**src/rtl/rsg_pkg.sv**
```systemverilog
package rsg_pkg;

  // Captured control byte, MSB first: align, vertical width, delay, horizontal width
  typedef struct packed {
    logic [1:0] align;
    logic [1:0] vwid;
    logic [1:0] dly;
    logic [1:0] hwid;
  } rsg_ctrl_t;

  // Nonlinear width table shared by horizontal and vertical pulses
  function automatic logic [7:0] width_clks(input logic [1:0] code);
    case (code)
      2'b00:   width_clks = 8'd1;
      2'b01:   width_clks = 8'd4;
      2'b10:   width_clks = 8'd16;
      default: width_clks = 8'd128;
    endcase
  endfunction

  // Sync-to-vertical edge delay table
  function automatic logic [4:0] delay_clks(input logic [1:0] code);
    case (code)
      2'b00:   delay_clks = 5'd0;
      2'b01:   delay_clks = 5'd4;
      2'b10:   delay_clks = 5'd8;
      default: delay_clks = 5'd16;
    endcase
  endfunction

endpackage

```
**src/rtl/rsg_timebase.sv**
```systemverilog
module rsg_timebase #(
  parameter int LINE_CLKS   = 1728,
  parameter int FRAME_LINES = 625,
  localparam int PX_W = $clog2(LINE_CLKS),
  localparam int LN_W = $clog2(FRAME_LINES)
) (
  input  logic            clk,
  input  logic            rst,
  output logic [PX_W-1:0] px_o,
  output logic [LN_W-1:0] ln_o,
  output logic            eol_o
);

  localparam logic [PX_W-1:0] PX_LAST = PX_W'(LINE_CLKS - 1);
  localparam logic [LN_W-1:0] LN_LAST = LN_W'(FRAME_LINES - 1);

  logic [PX_W-1:0] px_q;
  logic [LN_W-1:0] ln_q;

  assign eol_o = (px_q == PX_LAST);
  assign px_o  = px_q;
  assign ln_o  = ln_q;

  always_ff @(posedge clk) begin
    if (rst) begin
      px_q <= '0;
      ln_q <= '0;
    end else if (eol_o) begin
      px_q <= '0;
      ln_q <= (ln_q == LN_LAST) ? '0 : ln_q + 1'b1;
    end else begin
      px_q <= px_q + 1'b1;
    end
  end

  // counters stay within their ranges
  p_px_range_r1: assert property (@(posedge clk) disable iff (rst)
    (px_q <= PX_LAST) && (ln_q <= LN_LAST));

  // frame wraps to the origin
  p_frame_wrap_r1: assert property (@(posedge clk) disable iff (rst)
    (eol_o && ln_q == LN_LAST) |=> (px_q == '0 && ln_q == '0));

endmodule

```
**src/rtl/rsg_cfg_latch.sv**
```systemverilog
module rsg_cfg_latch
  import rsg_pkg::*;
(
  input  logic      clk,
  input  logic      rst,
  input  logic      load_i,
  input  logic [7:0] ctrl_i,
  input  logic      mode_i,
  output rsg_ctrl_t cfg_o,
  output logic      mode_o
);

  always_ff @(posedge clk) begin
    if (rst) begin
      cfg_o  <= '0;
      mode_o <= 1'b0;
    end else if (load_i) begin
      cfg_o  <= rsg_ctrl_t'(ctrl_i);
      mode_o <= mode_i;
    end
  end

  // settings cannot move except at the line boundary
  p_cfg_hold_r7: assert property (@(posedge clk) disable iff (rst)
    !load_i |=> ($stable(cfg_o) && $stable(mode_o)));

endmodule

```
**src/rtl/rsg_pulse_gen.sv**
```systemverilog
module rsg_pulse_gen
  import rsg_pkg::*;
#(
  parameter int LINE_CLKS   = 1728,
  parameter int FRAME_LINES = 625,
  parameter int HALF_CLKS   = 864,
  localparam int PX_W = $clog2(LINE_CLKS),
  localparam int LN_W = $clog2(FRAME_LINES),
  localparam int PW   = PX_W + 2,
  localparam int MID  = (FRAME_LINES - 1) / 2
) (
  input  logic            clk,
  input  logic            rst,
  input  logic [PX_W-1:0] px_i,
  input  logic [LN_W-1:0] ln_i,
  input  rsg_ctrl_t       cfg_i,
  input  logic            mode_i,
  output logic            hsync_n_o,
  output logic            vfield_o,
  output logic            align_stb_o
);

  localparam logic [LN_W-1:0] LN_MID  = LN_W'(MID);
  localparam logic [PW-1:0]   HALF_PW = PW'(HALF_CLKS);

  logic [PW-1:0] px_w, hw, vw, dl, rise_px, vs_start;
  logic          at_top, at_mid, hs_act, field_d, vs_act, vfield_d, align_d;

  always_comb begin
    px_w    = PW'(px_i);
    hw      = PW'(width_clks(cfg_i.hwid));
    vw      = PW'(width_clks(cfg_i.vwid));
    dl      = PW'(delay_clks(cfg_i.dly));
    at_top  = (ln_i == '0);
    at_mid  = (ln_i == LN_MID);
    rise_px = cfg_i.vwid[0] ? dl + HALF_PW : dl;

    hs_act  = (px_w < hw);

    // Field parity: high from the mid-frame edge until the top-of-frame edge
    field_d = (at_top && px_w < dl) || (ln_i > LN_MID) ||
              (at_mid && px_w >= rise_px);

    vs_start = at_mid ? dl + HALF_PW : dl;
    vs_act   = (at_top || at_mid) && (px_w >= vs_start) &&
               (px_w < vs_start + vw);

    vfield_d = mode_i ? ~vs_act : field_d;
    align_d  = (px_w == PW'(cfg_i.align));
  end

  always_ff @(posedge clk) begin
    if (rst) begin
      hsync_n_o   <= 1'b1;
      vfield_o    <= 1'b1;
      align_stb_o <= 1'b0;
    end else begin
      hsync_n_o   <= ~hs_act;
      vfield_o    <= vfield_d;
      align_stb_o <= align_d;
    end
  end

  // the horizontal pulse always begins at the line origin
  p_hs_start_r2: assert property (@(posedge clk) disable iff (rst)
    $fell(hsync_n_o) |-> (px_i == PX_W'(1)));

  // the strobe lands one clock after its coded pixel position
  p_align_pos_r4: assert property (@(posedge clk) disable iff (rst)
    align_stb_o |-> (PW'(px_i) == PW'(cfg_i.align) + PW'(1)));

  // vertical pulses appear only on the top and middle lines
  p_vs_lines_r6: assert property (@(posedge clk) disable iff (rst)
    (mode_i && px_i != '0 && !vfield_o) |-> (ln_i == '0 || ln_i == LN_MID));

endmodule

```
**src/rtl/raster_sync_gen.sv**
```systemverilog
module raster_sync_gen
  import rsg_pkg::*;
#(
  parameter int LINE_CLKS   = 1728,
  parameter int FRAME_LINES = 625,
  parameter int HALF_CLKS   = 864
) (
  input  logic       clk,
  input  logic       rst,
  input  logic [7:0] ctrl,
  input  logic       mode_sel,
  output logic       hsync_n,
  output logic       vfield,
  output logic       align_stb
);

  localparam int PX_W = $clog2(LINE_CLKS);
  localparam int LN_W = $clog2(FRAME_LINES);

  logic [PX_W-1:0] px;
  logic [LN_W-1:0] ln;
  logic            eol;
  rsg_ctrl_t       cfg;
  logic            mode_q;

  rsg_timebase #(
    .LINE_CLKS  (LINE_CLKS),
    .FRAME_LINES(FRAME_LINES)
  ) u_timebase (
    .clk  (clk),
    .rst  (rst),
    .px_o (px),
    .ln_o (ln),
    .eol_o(eol)
  );

  rsg_cfg_latch u_cfg (
    .clk   (clk),
    .rst   (rst),
    .load_i(eol),
    .ctrl_i(ctrl),
    .mode_i(mode_sel),
    .cfg_o (cfg),
    .mode_o(mode_q)
  );

  rsg_pulse_gen #(
    .LINE_CLKS  (LINE_CLKS),
    .FRAME_LINES(FRAME_LINES),
    .HALF_CLKS  (HALF_CLKS)
  ) u_pulse (
    .clk        (clk),
    .rst        (rst),
    .px_i       (px),
    .ln_i       (ln),
    .cfg_i      (cfg),
    .mode_i     (mode_q),
    .hsync_n_o  (hsync_n),
    .vfield_o   (vfield),
    .align_stb_o(align_stb)
  );

endmodule

```
**config.mk**
```make
export PLATFORM = sky130hd
export DESIGN_NAME = raster_sync_gen
export DESIGN_NICKNAME = d
export VERILOG_FILES = /design/src/rtl/rsg_pkg.sv /design/src/rtl/rsg_timebase.sv /design/src/rtl/rsg_cfg_latch.sv /design/src/rtl/rsg_pulse_gen.sv /design/src/rtl/raster_sync_gen.sv
export SDC_FILE = /design/constraint.sdc
export NUM_CORES = 1
export LEC_CHECK = 0
export BUFFER_PORTS_ARGS = -buffer_cell sky130_fd_sc_hd__buf_2
export CORE_UTILIZATION = 47
export DETAILED_ROUTE_END_ITERATION = 16
export MAX_ROUTING_LAYER = met4
export PLACE_DENSITY = 0.67
export REMOVE_ABC_BUFFERS = 1
export SLEW_MARGIN = 5
export SYNTH_ARGS = -nofsm -noshare
export SYNTH_HDL_FRONTEND = slang
export SYNTH_HIERARCHICAL = 1
export SYNTH_SLANG_ARGS = --single-unit
```
**constraint.sdc**
```tcl
create_clock -name clk -period 5.9 [get_ports clk]
set_input_delay 0.59 -clock clk [delete_from_list [all_inputs] [get_ports clk]]
set_output_delay 0.59 -clock clk [all_outputs]
set_load 0.05 [all_outputs]
```
==> impl_results.md <==
* Status: completed
* DRT Pass-1 Iters at 5
* Final setup fails at 0
* RSZ-0062 raised after global routing: no
* Crit. Startpoint: u_cfg/cfg_o[4]
* Reg clk slew, reported paths at 0.07 ns
* Row count at 24
* Vias in the first global route at 1,786
* Initial Util at 0.5042
* Syn Inst Count at approximately 260
* Leak at ~0.94 nW
* Drt total wl at approximately 4.8 mm
* Arr. time, crit path at 2.93 ns
* RR Startpoint: u_cfg/cfg_o[4]
* Syn_area_per_cell at a little under 9 um2
* Via density at between 5 and 6
* Post-Route Skew at about 0.011 ns
* CP max stage cell: dfxtp_1
* Number of I/O port buffers at 13
* Total global-route track usage at 0.2194
* Worst setup endpoint: u_pulse/vfield_o
* Die ar. at ~5100 um2
* Slew HR at 0.5942
* Chip Height at just over 70 um
* ANT nets after route at 0
* Area Growth Syn to Fin at 8.208%
* Worst hold path type: flip-flop to flip-flop
* Top cells by count, synth: dfxtp_1, nor2_1, ha_1
* Final period util at 0.4659
* Fin nets at about 310
* Power, Total at ~0.44 mW
* Yosys top cell by area: dfxtp_1
* P per Cell Area at about 180 nW/um2
* Worst skew pair latency at between 0.2 and 0.3 ns
* Reg2Reg Setup Slack at 3.15 ns
* Post-synth EDFFs at 0
* Post-CTS Setup Repair Bufs at 0
* Internal power at approximately 0.33 mW
* Hold slack at a little over 0.5 ns
* Core Util, Final at 0.5456
* CP Class: flip-flop to flip-flop
* Largest net degree at the start of global routing at 21
* Unique masters post-synth at 44
* RePlAce Congestion at about 0.9
* Startpoint types: flip-flop
* Resized Gates After CTS at 0
* CTS HTree Levels at 2
* Async SR Flop Fraction at 0
* Reg-to-reg endpoint: u_pulse/vfield_o
* Slew @ Worst Pin at a little over 0.6 ns
* F_max at 363.8 MHz
* Gate power share at 0.076
* CP cell instances: inv_1 -> nor2_1 -> ha_1 -> a31oi_1 -> or3_1 -> xnor2_1 -> ha_1 -> nand2_1 -> nor2_1 -> a211oi_1 -> o211ai_1 -> o31a_1
* #FFs+latches synth at 33
* Top cell type's share of synthesized area at 0.2928
* DRC violations left at 0
* Share of layout cells above drive strength 1 at 0.09489
* P_sw at ~0.11 mW
* Register area share after synthesis at 0.2928
* Slew Limit Fails at 0
* Hold buffer count at cts at 0
* Antenna cells at 0
* Crit path required time at roughly 6.1 ns
* Grt ovf at 0
* TritonCTS Buffers at 5
* Routed vias at 1,905
* Root Buffer: clkbuf_8
* Number of max-cap violations at 0
* Routed len/inst at 14.76 um
* CP Max Fanout at 5
* Most frequent cell after synthesis: dfxtp_1
* VDD IR-drop max at roughly 0.00012 V
* Post-synthesis cell area at ~2300 um2
* Ports at 14
* TritonCTS clock tree: done
* Fin crit period at 2.749 ns
* Clk sink count at 33
* Switching share of power at 0.2426
* Final setup TNS at 0 ns
* Crit end category: flip-flop
* First-pass GRT wire length at 8.321 mm
* HPWL Detailed at ~3.5 mm
* Initial antenna violation count at 0
* Core area at around 4500 um2
* Syn. warnings at 6
* Max incr delay on CP at around 0.40 ns
* DIE WIDTH at 71.28 um
* R2R cell count at 12
* Sequential Power Share at 0.526
* Final Hold Fails at 0
* Max clock buf depth at 2
* Initial drt markers at 87
* Top post-synthesis cells by area: dfxtp_1, ha_1, nor2_1, mux2i_1, xnor2_1
* Top_reg_cell synth: dfxtp_1
* Clock network power share at 0.398
[cell usage in the layout (no fill, tap or decap), drive strengths merged, types with 2 or more instances in the layout]
cell type / instances
xnor2: 10
dfxtp: 33
a21oi: 13
nor2b: 3
nor4b: 2
nand3: 11
mux2i: 11
nand2: 11
nand4b: 2
nor4: 7
nor2: 31
or3: 7
clkbuf: 7
o211ai: 2
buf: 13
nor3: 6
ha: 29
inv: 15
o21ai: 10
xor2: 7
nand2b: 6
and3: 4
and2: 4
a31oi: 3
a2111oi: 2
o41ai: 4
nand4bb: 2
nand4: 7
or4: 2
[per-stage QoR]
step	std cells	worst slack (ns)	area [um2]
CTS	326	3.187	2441
detailed placement	319	3.205	2355
global route	326	2.923	2441
global placement	319	3.244	2355
floorplan	254	3.510	2225
finish	326	3.151	2441
[flip-flops by register name, indices dropped and copies added, names as in the netlist]
name / flops
u_pulse/hsync_n_o: 1
u_cfg/mode_o: 1
u_timebase/ln_o: 10
u_cfg/cfg_o: 8
u_pulse/vfield_o: 1
u_pulse/align_stb_o: 1
u_timebase/px_o: 11
[final cells by class]
cell class / count / area [um2]
inverter: 15 / 56.30
multi-input combinational: 206 / 1508
tap: 52 / 65.06
fill: 411 / 2033
sequential: 33 / 660.6
clock buffer: 7 / 86.33
timing repair buffer: 13 / 65.06
[worst max-delay path: cells and delay by family (launching register included)]
| family | cells | cell delay, ns |
|---|---|---|
| AOI/OAI and AO/OA | 4 | 0.81 |
| xor gates and xnor gates | 1 | 0.21 |
| adders and majority gates | 2 | 0.47 |
| buffers and inverters | 1 | 0.14 |
| DFF | 1 | 0.40 |
| and+or+nand+nor | 4 | 0.63 |
[how the worst min path moves through the flow]
stage / startpoint / end / slack [ns] / cells past startpoint
3_3_place_gp: u_cfg/cfg_o[6] / u_cfg/cfg_o[6] / 0.50 / 2
3_5_place_dp: u_cfg/cfg_o[6] / u_cfg/cfg_o[6] / 0.51 / 2
6_report: u_cfg/cfg_o[6] / u_cfg/cfg_o[6] / 0.52 / 2
2_1_floorplan: u_timebase/px_o[0] / u_timebase/px_o[0] / 0.47 / 1
5_1_grt: ctrl[5] / u_cfg/cfg_o[5] / 0.54 / 3
4_1_cts: u_cfg/cfg_o[6] / u_cfg/cfg_o[6] / 0.52 / 2
[routing by layer]
metal | global-route usage | part of all wire | up-vias
li1 | - | - | 976
met1 | 0.2748 | 0.48 | 875
met2 | 0.3492 | 0.47 | 47
met3 | 0.03938 | 0.037 | 7
met4 | 0.09111 | 0.014 | 0
met5 | - | 0 | -
[cell families after synthesis]
logic type               Yosys count  synth area share
AO/OA/AOI/OAI                     41            0.1154
buffers and inverters             19           0.03882
multiplexers                      11           0.04881
adder cells (fa/ha/maj)           29            0.1608
flip-flops                        33            0.2928
AND/OR/NAND/NOR                  108            0.2773
XOR/XNOR                          17           0.06600
[power by group through the flow]
stage               logic, mW  registers, mW  clock network, mW
finish                 0.0331          0.230              0.174
global route           0.0363          0.231              0.189
CTS                    0.0329          0.230              0.182
detailed placement     0.0325          0.235                  0
global placement       0.0320          0.235                  0
floorplan              0.0148          0.241                  0
(Power assumes the default switching activity.)
